--- config.mk ---
export PLATFORM = sky130hd
export DESIGN_NAME = fsa_quad
export DESIGN_NICKNAME = d
export VERILOG_FILES = /design/src/rtl/fsa_pkg.sv /design/src/rtl/fsa_pe.sv /design/src/rtl/fsa_ctrl.sv /design/src/rtl/fsa_quad.sv
export SDC_FILE = /design/constraint.sdc
export NUM_CORES = 2
export LEC_CHECK = 0
export BUFFER_PORTS_ARGS = -buffer_cell sky130_fd_sc_hd__buf_2
export CORE_UTILIZATION = 30
export CTS_BUF_LIST = sky130_fd_sc_hd__clkbuf_8
export CTS_CLUSTER_SIZE = 10
export DETAILED_ROUTE_END_ITERATION = 12
export SYNTH_ARGS = -nofsm -noshare
export SYNTH_HDL_FRONTEND = slang
export SYNTH_SLANG_ARGS = --single-unit
--- constraint.sdc ---
create_clock -name clk -period 11.8 [get_ports clk]
set_input_delay 2.36 -clock clk [delete_from_list [all_inputs] [get_ports clk]]
set_output_delay 2.36 -clock clk [all_outputs]
set_load 0.05 [all_outputs]
--- src/rtl/fsa_pkg.sv ---
package fsa_pkg;
    typedef enum logic [1:0] {
        MD_WHOLE   = 2'd0,
        MD_COLPAIR = 2'd1,
        MD_ROWPAIR = 2'd2,
        MD_SPLIT   = 2'd3
    } fsa_mode_e;

    typedef enum logic [1:0] {
        ST_IDLE,
        ST_LOAD,
        ST_STREAM,
        ST_DRAIN
    } fsa_state_e;
endpackage

--- src/rtl/fsa_pe.sv ---
module fsa_pe #(
    parameter int DW = 8,
    parameter int AW = 32
) (
    input  logic          clk,
    input  logic          rst_n,
    input  logic          ld_en,
    input  logic [DW-1:0] w_in,
    input  logic [DW-1:0] a_in,
    input  logic          av_in,
    input  logic [AW-1:0] ps_in,
    output logic [DW-1:0] w_q,
    output logic [DW-1:0] a_q,
    output logic          av_q,
    output logic [AW-1:0] ps_q
);
    always_ff @(posedge clk or negedge rst_n) begin
        if (!rst_n) begin
            w_q  <= '0;
            a_q  <= '0;
            av_q <= 1'b0;
            ps_q <= '0;
        end else begin
            if (ld_en) w_q <= w_in;
            a_q  <= a_in;
            av_q <= av_in;
            ps_q <= ps_in + AW'(a_in) * AW'(w_q);
        end
    end
endmodule

--- src/rtl/fsa_ctrl.sv ---
module fsa_ctrl import fsa_pkg::*; #(
    parameter int R  = 2,
    parameter int C  = 2,
    parameter int LW = 8
) (
    input  logic          clk,
    input  logic          rst_n,
    input  logic          go,
    input  logic [1:0]    mode_in,
    input  logic [LW-1:0] wave_len,
    output logic          busy,
    output logic          ld_en,
    output logic          st_en,
    output fsa_mode_e     mode_q,
    output logic          mode_err
);
    localparam logic [LW-1:0] LOAD_LAST  = LW'(R - 1);
    localparam logic [LW-1:0] DRAIN_LAST = LW'(2*R + 2*C - 1);

    fsa_state_e    state;
    logic [LW-1:0] cnt;
    logic [LW-1:0] len_q;

    always_ff @(posedge clk or negedge rst_n) begin
        if (!rst_n) begin
            state    <= ST_IDLE;
            cnt      <= '0;
            len_q    <= '0;
            mode_q   <= MD_WHOLE;
            mode_err <= 1'b0;
        end else begin
            unique case (state)
                ST_IDLE: if (go) begin
                    state    <= ST_LOAD;
                    cnt      <= '0;
                    mode_q   <= fsa_mode_e'(mode_in);
                    len_q    <= (wave_len == '0) ? LW'(1) : wave_len;
                    mode_err <= 1'b0;
                end
                ST_LOAD: if (cnt == LOAD_LAST) begin
                    state <= ST_STREAM;
                    cnt   <= '0;
                end else cnt <= cnt + 1'b1;
                ST_STREAM: if (cnt == len_q - 1'b1) begin
                    state <= ST_DRAIN;
                    cnt   <= '0;
                end else cnt <= cnt + 1'b1;
                ST_DRAIN: if (cnt == DRAIN_LAST) begin
                    state <= ST_IDLE;
                    cnt   <= '0;
                end else cnt <= cnt + 1'b1;
            endcase
            if (state != ST_IDLE && mode_in != mode_q) mode_err <= 1'b1;
        end
    end

    always_comb begin
        busy  = (state != ST_IDLE);
        ld_en = (state == ST_LOAD);
        st_en = (state == ST_STREAM);
    end

    AST_GO_TO_LOAD: assert property (@(posedge clk) disable iff (!rst_n)
        (state == ST_IDLE && go) |=> (state == ST_LOAD));
    AST_BUSY_GO_IGNORED: assert property (@(posedge clk) disable iff (!rst_n)
        (state != ST_IDLE && go) |=> $stable(len_q));
    AST_MODE_HELD: assert property (@(posedge clk) disable iff (!rst_n)
        (busy && $past(busy)) |-> $stable(mode_q));
    AST_LOAD_SPAN: assert property (@(posedge clk) disable iff (!rst_n)
        (state == ST_LOAD && cnt == LOAD_LAST) |=> (state == ST_STREAM));
endmodule

--- src/rtl/fsa_quad.sv ---
module fsa_quad import fsa_pkg::*; #(
    parameter int R  = 2,
    parameter int C  = 2,
    parameter int DW = 8,
    parameter int AW = 32,
    parameter int LW = 8
) (
    input  logic              clk,
    input  logic              rst_n,
    input  logic              go,
    input  logic [1:0]        mode,
    input  logic [LW-1:0]     wave_len,
    input  logic [4*C*DW-1:0] pl_data,
    input  logic [2*R*DW-1:0] xl_data,
    input  logic [2*R*DW-1:0] xr_data,
    output logic              busy,
    output logic              mode_err,
    output logic [2*C*AW-1:0] res_main,
    output logic [2*C-1:0]    res_main_vld,
    output logic [2*C*AW-1:0] res_side,
    output logic [2*C-1:0]    res_side_vld
);
    localparam int NR = 2 * R;
    localparam int NC = 2 * C;

    fsa_mode_e mode_q;
    logic      ld_en, st_en;
    logic      use_right, chain_pairs;

    fsa_ctrl #(.R(R), .C(C), .LW(LW)) u_ctrl (
        .clk(clk), .rst_n(rst_n), .go(go), .mode_in(mode), .wave_len(wave_len),
        .busy(busy), .ld_en(ld_en), .st_en(st_en), .mode_q(mode_q), .mode_err(mode_err)
    );

    always_comb begin
        use_right   = (mode_q == MD_COLPAIR) || (mode_q == MD_SPLIT);
        chain_pairs = (mode_q == MD_WHOLE)   || (mode_q == MD_COLPAIR);
    end

    logic [DW-1:0] row_l [NR];
    logic [DW-1:0] row_r [NR];
    logic          row_v [NR];

    for (genvar gi = 0; gi < NR; gi++) begin : g_skew
        if (gi == 0) begin : g_direct
            assign row_l[gi] = st_en ? xl_data[gi*DW +: DW] : '0;
            assign row_r[gi] = st_en ? xr_data[gi*DW +: DW] : '0;
            assign row_v[gi] = st_en;
        end else begin : g_delay
            logic [DW-1:0] sl [gi];
            logic [DW-1:0] sr [gi];
            logic          sv [gi];
            always_ff @(posedge clk or negedge rst_n) begin
                if (!rst_n) begin
                    for (int k = 0; k < gi; k++) begin
                        sl[k] <= '0;
                        sr[k] <= '0;
                        sv[k] <= 1'b0;
                    end
                end else begin
                    sl[0] <= st_en ? xl_data[gi*DW +: DW] : '0;
                    sr[0] <= st_en ? xr_data[gi*DW +: DW] : '0;
                    sv[0] <= st_en;
                    for (int k = 1; k < gi; k++) begin
                        sl[k] <= sl[k-1];
                        sr[k] <= sr[k-1];
                        sv[k] <= sv[k-1];
                    end
                end
            end
            assign row_l[gi] = sl[gi-1];
            assign row_r[gi] = sr[gi-1];
            assign row_v[gi] = sv[gi-1];
        end
    end

    logic [DW-1:0] w_q  [NR][NC];
    logic [DW-1:0] a_q  [NR][NC];
    logic          av_q [NR][NC];
    logic [AW-1:0] ps_q [NR][NC];

    for (genvar gi = 0; gi < NR; gi++) begin : g_row
        for (genvar gj = 0; gj < NC; gj++) begin : g_col
            localparam int CR   = gi / R;
            localparam int CC   = gj / C;
            localparam int CI   = CR * 2 + CC;
            localparam int CCOL = gj % C;
            logic [DW-1:0] w_in, a_in;
            logic          av_in;
            logic [AW-1:0] ps_in;

            if (gi % R == 0) begin : g_wtop
                logic [1:0] src;
                always_comb begin
                    unique case (mode_q)
                        MD_WHOLE:   src = 2'(CI);
                        MD_COLPAIR: src = 2'(CR * 2);
                        default:    src = 2'(CC);
                    endcase
                end
                assign w_in = pl_data[(int'(src) * C + CCOL) * DW +: DW];
            end else begin : g_wchain
                assign w_in = w_q[gi-1][gj];
            end

            if (gj == 0) begin : g_aleft
                assign a_in  = row_l[gi];
                assign av_in = row_v[gi];
            end else if (gj == C) begin : g_amux
                assign a_in  = use_right ? row_r[gi] : a_q[gi][gj-1];
                assign av_in = use_right ? row_v[gi] : av_q[gi][gj-1];
            end else begin : g_achain
                assign a_in  = a_q[gi][gj-1];
                assign av_in = av_q[gi][gj-1];
            end

            if (gi == 0) begin : g_ptop
                assign ps_in = '0;
            end else if (gi == R) begin : g_pmux
                assign ps_in = chain_pairs ? ps_q[gi-1][gj] : '0;
            end else begin : g_pchain
                assign ps_in = ps_q[gi-1][gj];
            end

            fsa_pe #(.DW(DW), .AW(AW)) u_pe (
                .clk(clk), .rst_n(rst_n), .ld_en(ld_en),
                .w_in(w_in), .a_in(a_in), .av_in(av_in), .ps_in(ps_in),
                .w_q(w_q[gi][gj]), .a_q(a_q[gi][gj]), .av_q(av_q[gi][gj]), .ps_q(ps_q[gi][gj])
            );
        end
    end

    for (genvar gj = 0; gj < NC; gj++) begin : g_out
        assign res_main[gj*AW +: AW] = ps_q[NR-1][gj];
        assign res_main_vld[gj]      = av_q[NR-1][gj];
        assign res_side[gj*AW +: AW] = ps_q[R-1][gj];
        assign res_side_vld[gj]      = av_q[R-1][gj] & ~chain_pairs;
    end

    AST_VLD_IN_WAVE: assert property (@(posedge clk) disable iff (!rst_n)
        (|res_main_vld) |-> busy);
    AST_SIDE_IN_WAVE: assert property (@(posedge clk) disable iff (!rst_n)
        (|res_side_vld) |-> (busy && !chain_pairs));
endmodule

* Word-level counts from Yosys, hierarchy flattened
Index checks and enable logic that the tools add are counted.
Word-level totals: bits in read-only memories 0, memories kept 0, logic and storage cells 175, latch bits 0, input port bits 141, output and inout port bits 266, bits in writable memories 0, bits in registers 798
Operators by class: bitwise gates (word level) 5, $lt $le $gt $ge 0, reductions and logical operators 13, multiply operators 16, mux-type cells 35, $add $sub $neg 17, shift operators 6, div/mod/pow operators 0, eq/ne operators 13
Operators with widths (count):
- 32-bit by 16-bit adder with 32-bit output | 8
- 8-bit by 8-bit multiplier with 16-bit output | 16
- 64-bit by 7-bit variable part select with 8-bit output | 3
- 64-bit by 8-bit variable part select with 8-bit output | 3
- 8-bit 2-to-1 mux | 17
- 32-bit 2-to-1 mux | 4
- 16-bit by 16-bit adder with 17-bit output | 4
- 8-bit case mux with 4 select lines | 1
- 3-bit by 1-bit adder with 4-bit output (second input constant) | 3
- 2-bit 2-to-1 mux | 5
- 8-bit by 1-bit adder with 8-bit output (second input constant) | 1
- 8-bit by 1-bit == test with 1-bit output (second input constant) | 1
- 8-bit by 3-bit == test with 1-bit output (second input constant) | 1
- 8-bit == test | 1
- 8-bit zero test | 1
- 2-bit case mux with 4 select lines | 1
- 8-bit by 1-bit subtractor with 8-bit output (second input constant) | 1
- 2-bit == test (second input constant) | 3
- 1-bit 2-to-1 mux | 6
- 2-bit != test (second input constant) | 3
- 2-bit nonzero test | 3
- 1-bit AND | 4
- 2-bit by 1-bit == test with 1-bit output (second input constant) | 2
- 2-bit zero test | 2
- other kinds (9) | 11

* Logic depth before layout (Yosys ltp)
depth after elaboration 5, mapped depth 22, depth with buffers taken out 21

* Cells and area by module
A second synthesis with hierarchy kept.
Unflattened totals: cells, all modules 7717, area, all modules 76751.1 µm²
Modules (own cells, without submodules):
- fsa_pe at g_row[0].g_col[0].u_pe ... | sequential area each 1226.2 µm², cells each 461, times used 6, area an instance 4491.8 µm²
- fsa_pe at g_row[2].g_col[2].u_pe ... | sequential area each 1226.2 µm², cells each 432, times used 5, area an instance 4312.9 µm²
- fsa_pe at g_row[2].g_col[0].u_pe ... | sequential area each 1226.2 µm², cells each 435, times used 2, area an instance 4335.4 µm²
- fsa_quad | sequential area each 2477.4 µm², cells each 447, times used 1, area an instance 4976.0 µm²
- fsa_pe at g_row[0].g_col[1].u_pe | sequential area each 1226.2 µm², cells each 460, times used 1, area an instance 4435.5 µm²
- fsa_pe at g_row[1].g_col[3].u_pe | sequential area each 1226.2 µm², cells each 435, times used 1, area an instance 4406.7 µm²
- fsa_pe at g_row[3].g_col[3].u_pe | sequential area each 1226.2 µm², cells each 430, times used 1, area an instance 4310.4 µm²
- fsa_ctrl | sequential area each 525.5 µm², cells each 149, times used 1, area an instance 1436.4 µm²

* Worst setup path before layout
Ideal clock, no wire load.
path type input to register, start input xr_data[5], end register g_row[0].g_col[2].u_pe.ps_q[15], data required time 11675 ps, setup slack 5517 ps, setup time 125 ps, stages on the path 17, path buffers 0, arrival time 6158 ps, cells stage by stage a21oi_1 -> nor2b_1 -> fa_1 -> inv_1 -> fa_1 -> inv_1 -> fa_1 -> inv_1 -> fa_1 -> inv_1 -> ha_1 -> or2_2 -> a21oi_1 -> a21oi_1 -> a211oi_1 -> a21oi_1 -> xnor2_1
On the way: cells in the longest elaborated chain, start to end 3
Ends and longest elaborated chain:
- start, declared | line fsa_quad.sv:15 | input logic [2*R*DW-1:0] xr_data,
- 8-bit 2-to-1 mux | line fsa_quad.sv:47 | assign row_r[gi] = st_en ? xr_data[gi*DW +: DW] : '0;
- 8-bit 2-to-1 mux | line fsa_quad.sv:110 | assign a_in = use_right ? row_r[gi] : a_q[gi][gj-1];
- 8-bit by 8-bit multiplier with 16-bit output | line fsa_pe.sv:27 | ps_q <= ps_in + AW'(a_in) * AW'(w_q);
- end signal, assigned | line fsa_pe.sv:27
- end, declared | line fsa_pe.sv:15 | output logic [AW-1:0] ps_q
Every way passes these cells. A chain may end at the register's enable or synchronous reset.

* Worst setup path after layout
start register u_ctrl.mode_q[0], end register g_row[3].g_col[2].u_pe.ps_q[18]
On the way: cells in the longest elaborated chain, start to end 5, elaborated cells on any way between the ends 6, classes of those cells add/sub: 1; mul: 1; eq/ne: 2; mux: 1; reduce/logical: 1
Ends and longest elaborated chain:
- start, declared | line fsa_ctrl.sv:14 | output fsa_mode_e mode_q,
- start signal, assigned | line fsa_ctrl.sv:36 | mode_q <= fsa_mode_e'(mode_in);
- 2-bit by 1-bit == test with 1-bit output or 2-bit == test (tied branches) | line fsa_quad.sv:36 | use_right = (mode_q == MD_COLPAIR) || (mode_q == MD_SPLIT);
- 1-bit logical OR (*) | line fsa_quad.sv:36
- 8-bit 2-to-1 mux (*) | line fsa_quad.sv:110
- via g_row[3].g_col[2].a_in[5] | line fsa_quad.sv:88 | logic [DW-1:0] w_in, a_in;
- 8-bit by 8-bit multiplier with 16-bit output (*) | line fsa_pe.sv:27
- 32-bit by 16-bit adder with 32-bit output (*) | line fsa_pe.sv:27
- end signal, assigned | line fsa_pe.sv:27
- end, declared | line fsa_pe.sv:15
The timed path passes the listed nets; every way through them passes the cells marked *.

==> reports/qor.yml <==
fin_crit_ps: 6360
hold_path.startpoint: "g_skew[3].g_delay.sl[9]"
hp-class: "register to register"
setup_tns_ps: 0
clk_latency_ps: 910
vias: 40800
syn_area_per_cell_um2: 9.93
area_growth_pct: 11.3
start_kind: "register"
wirelength_mm: 166
synth_top_area_share_pct: 26.6
io_buffer_count: 298
drv_cap: 0
post-route-period-util_pct: 53.9
grt_usage_pct: 16.6
firstDrtPassIters: 5
syn_inst: 6050
dp_slack_ps: 4940
ys_ff_latch: 638
final_layout_size_suffix_gt1_share_pct: 10.4
grt_pass1_wl_mm: 257
fill_cells: 20200
rows: 163
post_cts_buffers: 0
dpl.hpwl_mm: 137
rsz0062_at_grt: "no"
fmax_ghz: 0.157
dieArea_um2: 202000
fin_cells: 9080
skew_ps: 110
cp.required_ps: 12490
cts_sinks: 638
worstPathMaxFanout: 35
cts.path.max_buffers: 3
cts_max_level: 3
timing.rr.start: "u_ctrl.mode_q[0]"
synthTopCellsByArea: "dfrtp_1, fa_1, ha_1"
ys_seq_area_share_pct: 26.6
first_iter_violations: 2067
async_flop_share_pct: 100
nets: 7836
ios: 407
post_drt_wl_per_cell_um: 18.2
finalCoreUtilization_pct: 33.7
netlist_area_um2: 60100
antenna_left: 0
cts_resized: 0
yosys_warnings: 0
antenna_found_initial: 21
drc: 0
crit_type: "register to register"
die_w_um: 449
synthDistinctLibCells: 85
grt_max_degree: 157
setup.worst_path.end_class: "register"
crit_arrival_ps: 7050
worst_slew_pin_slew_ps: 1110
core_um2: 198000
synth_top_cell_by_area: "dfrtp_1"
hold_viol_final: 0
synth-edff-count: 0
dp.cells: 8847
grt-ovfl-total: 0
grt_pass1_vias: 43500
viasPerCell: 4.50
setup_viol: 0
relSlewSlack_pct: 25.5
cts-root-buf: "clkbuf_8"
path_clk_slew_ps: 60
die_h_um: 449
initial_core_util_pct: 30.3
cp-startpoint: "u_ctrl.mode_q[0]"
timing.final.ws_setup_ps: 5440
synth_ff_type: "dfrtp_1"
cts_tree: "done"
cts_buffers: 118
slew_viol_final: 0
status: "completed"
gp_congestion: 0.892
ctsHoldBuffers: 0
routing by layer:
layer | GRT usage [%] | wire length [um] | vias up
li1 | - | - | 19000
met1 | 19.7 | 66600 | 20700
met2 | 27.7 | 79100 | 855
met3 | 2.15 | 6300 | 306
met4 | 12.2 | 13700 | 2
met5 | 0 | 10 | -
state kept, by name, indices dropped and copies added (netlist names):
name                   cells
g_row.g_col.a_in          24
g_row.g_col.u_pe.a_q      96
g_row.g_col.u_pe.av_q      8
g_row.g_col.u_pe.ps_q    288
g_row.g_col.u_pe.w_q     128
g_skew.g_delay.sl         24
g_skew.g_delay.sr         48
g_skew.g_delay.sv          1
u_ctrl.cnt                 8
u_ctrl.len_q               8
u_ctrl.mode_err            1
u_ctrl.mode_q              2
u_ctrl.state               2
final cells by class:
class | count | area [um^2] | share of cell area (%)
Antenna cell | 16 | 40.0 | 0.0599
Clock buffer | 142 | 1950 | 2.92
Clock inverter | 75 | 822 | 1.23
Inverter | 1268 | 4760 | 7.12
Multi-Input combinational cell | 3990 | 38400 | 57.4
Sequential cell | 638 | 16000 | 23.9
Tap cell | 2640 | 3300 | 4.94
Timing Repair Buffer | 311 | 1620 | 2.43
worst max-delay path, stage by stage, from the launching register on:
cell and delay [ps]:
dfrtp_4 630, buf_4 640, mux2_2 520, and2_1 210, fa_1 530, inv_1 60
fa_1 520, inv_1 50, fa_1 470, inv_1 50, fa_1 470, inv_1 40
ha_1 330, a21oi_1 200, o21ai_1 140, o31ai_1 570, o21ai_1 280, nand2_1 130
a31oi_1 110, xor2_1 160
cell families after synthesis:
kind of cell,count (synthesis),synth area share (%)
muxes,184,3.34
and+or+nand+nor,1642,13.9
adders and majority gates,1368,37.8
buffers and inverters,1529,10.3
xor gates and xnor gates,179,2.61
AOI/OAI and AO/OA,509,5.44
DFF,638,26.6
other,1,0.00624
metrics by stage:
| step | cell area [um^2] | hold slack (ps) |
|---|---|---|
| 2_1_floorplan | 60500 | 331 |
| 3_3_place_gp | 64000 | 335 |
| 3_5_place_dp | 64000 | 335 |
| 4_1_cts | 66800 | 347 |
| 5_1_grt | 66800 | 354 |
| 6_report | 66800 | 344 |
synthesized netlist by cell type (63+ instances only):
| cell type | instances |
|---|---|
| xnor2_1 | 136 |
| clkbuf_1 | 111 |
| a21oi_1 | 173 |
| nand2_1 | 604 |
| fa_1 | 748 |
| nand2b_1 | 63 |
| and2_1 | 539 |
| nor2b_1 | 88 |
| mux2_2 | 132 |
| dfrtp_1 | 638 |
| buf_4 | 112 |
| nor2_1 | 142 |
| ha_1 | 620 |
| inv_1 | 1267 |
layout by cell type (no fill, tap or decap), drive strengths merged, types with 33 or more instances in the layout:
cell type / count
conb: 108
nor2b: 88
o21ai: 103
inv: 1296
a21oi: 173
dfrtp: 638
nor3: 44
fa: 748
mux2: 133
a21o: 38
and3: 57
nand2: 605
nand2b: 63
ha: 620
and2: 539
xor2: 43
xnor2: 136
nand3: 44
buf: 311
o21a: 33
mux2i: 51
nor2: 144
clkbuf: 142
final timing paths:
kind | depth (start not counted) | slack, ps | to
worst max-delay path | 19 | 5440 | g_row[3].g_col[2].u_pe.ps_q[18]
max in group asynchronous | 3 | 8020 | g_row[3].g_col[2].u_pe.a_q[5]
worst max register to register | 19 | 5440 | g_row[3].g_col[2].u_pe.ps_q[18]
min in group asynchronous | 1 | 1460 | g_row[1].g_col[3].u_pe.av_q
worst min-delay path | 0 | 340 | g_row[3].g_col[0].a_in[1]
worst min register to register | 0 | 340 | g_row[3].g_col[0].a_in[1]
Power is left out: the tool's default activity adds up to more than one toggle a clock period on the data nets, which glitch-free logic cannot reach.
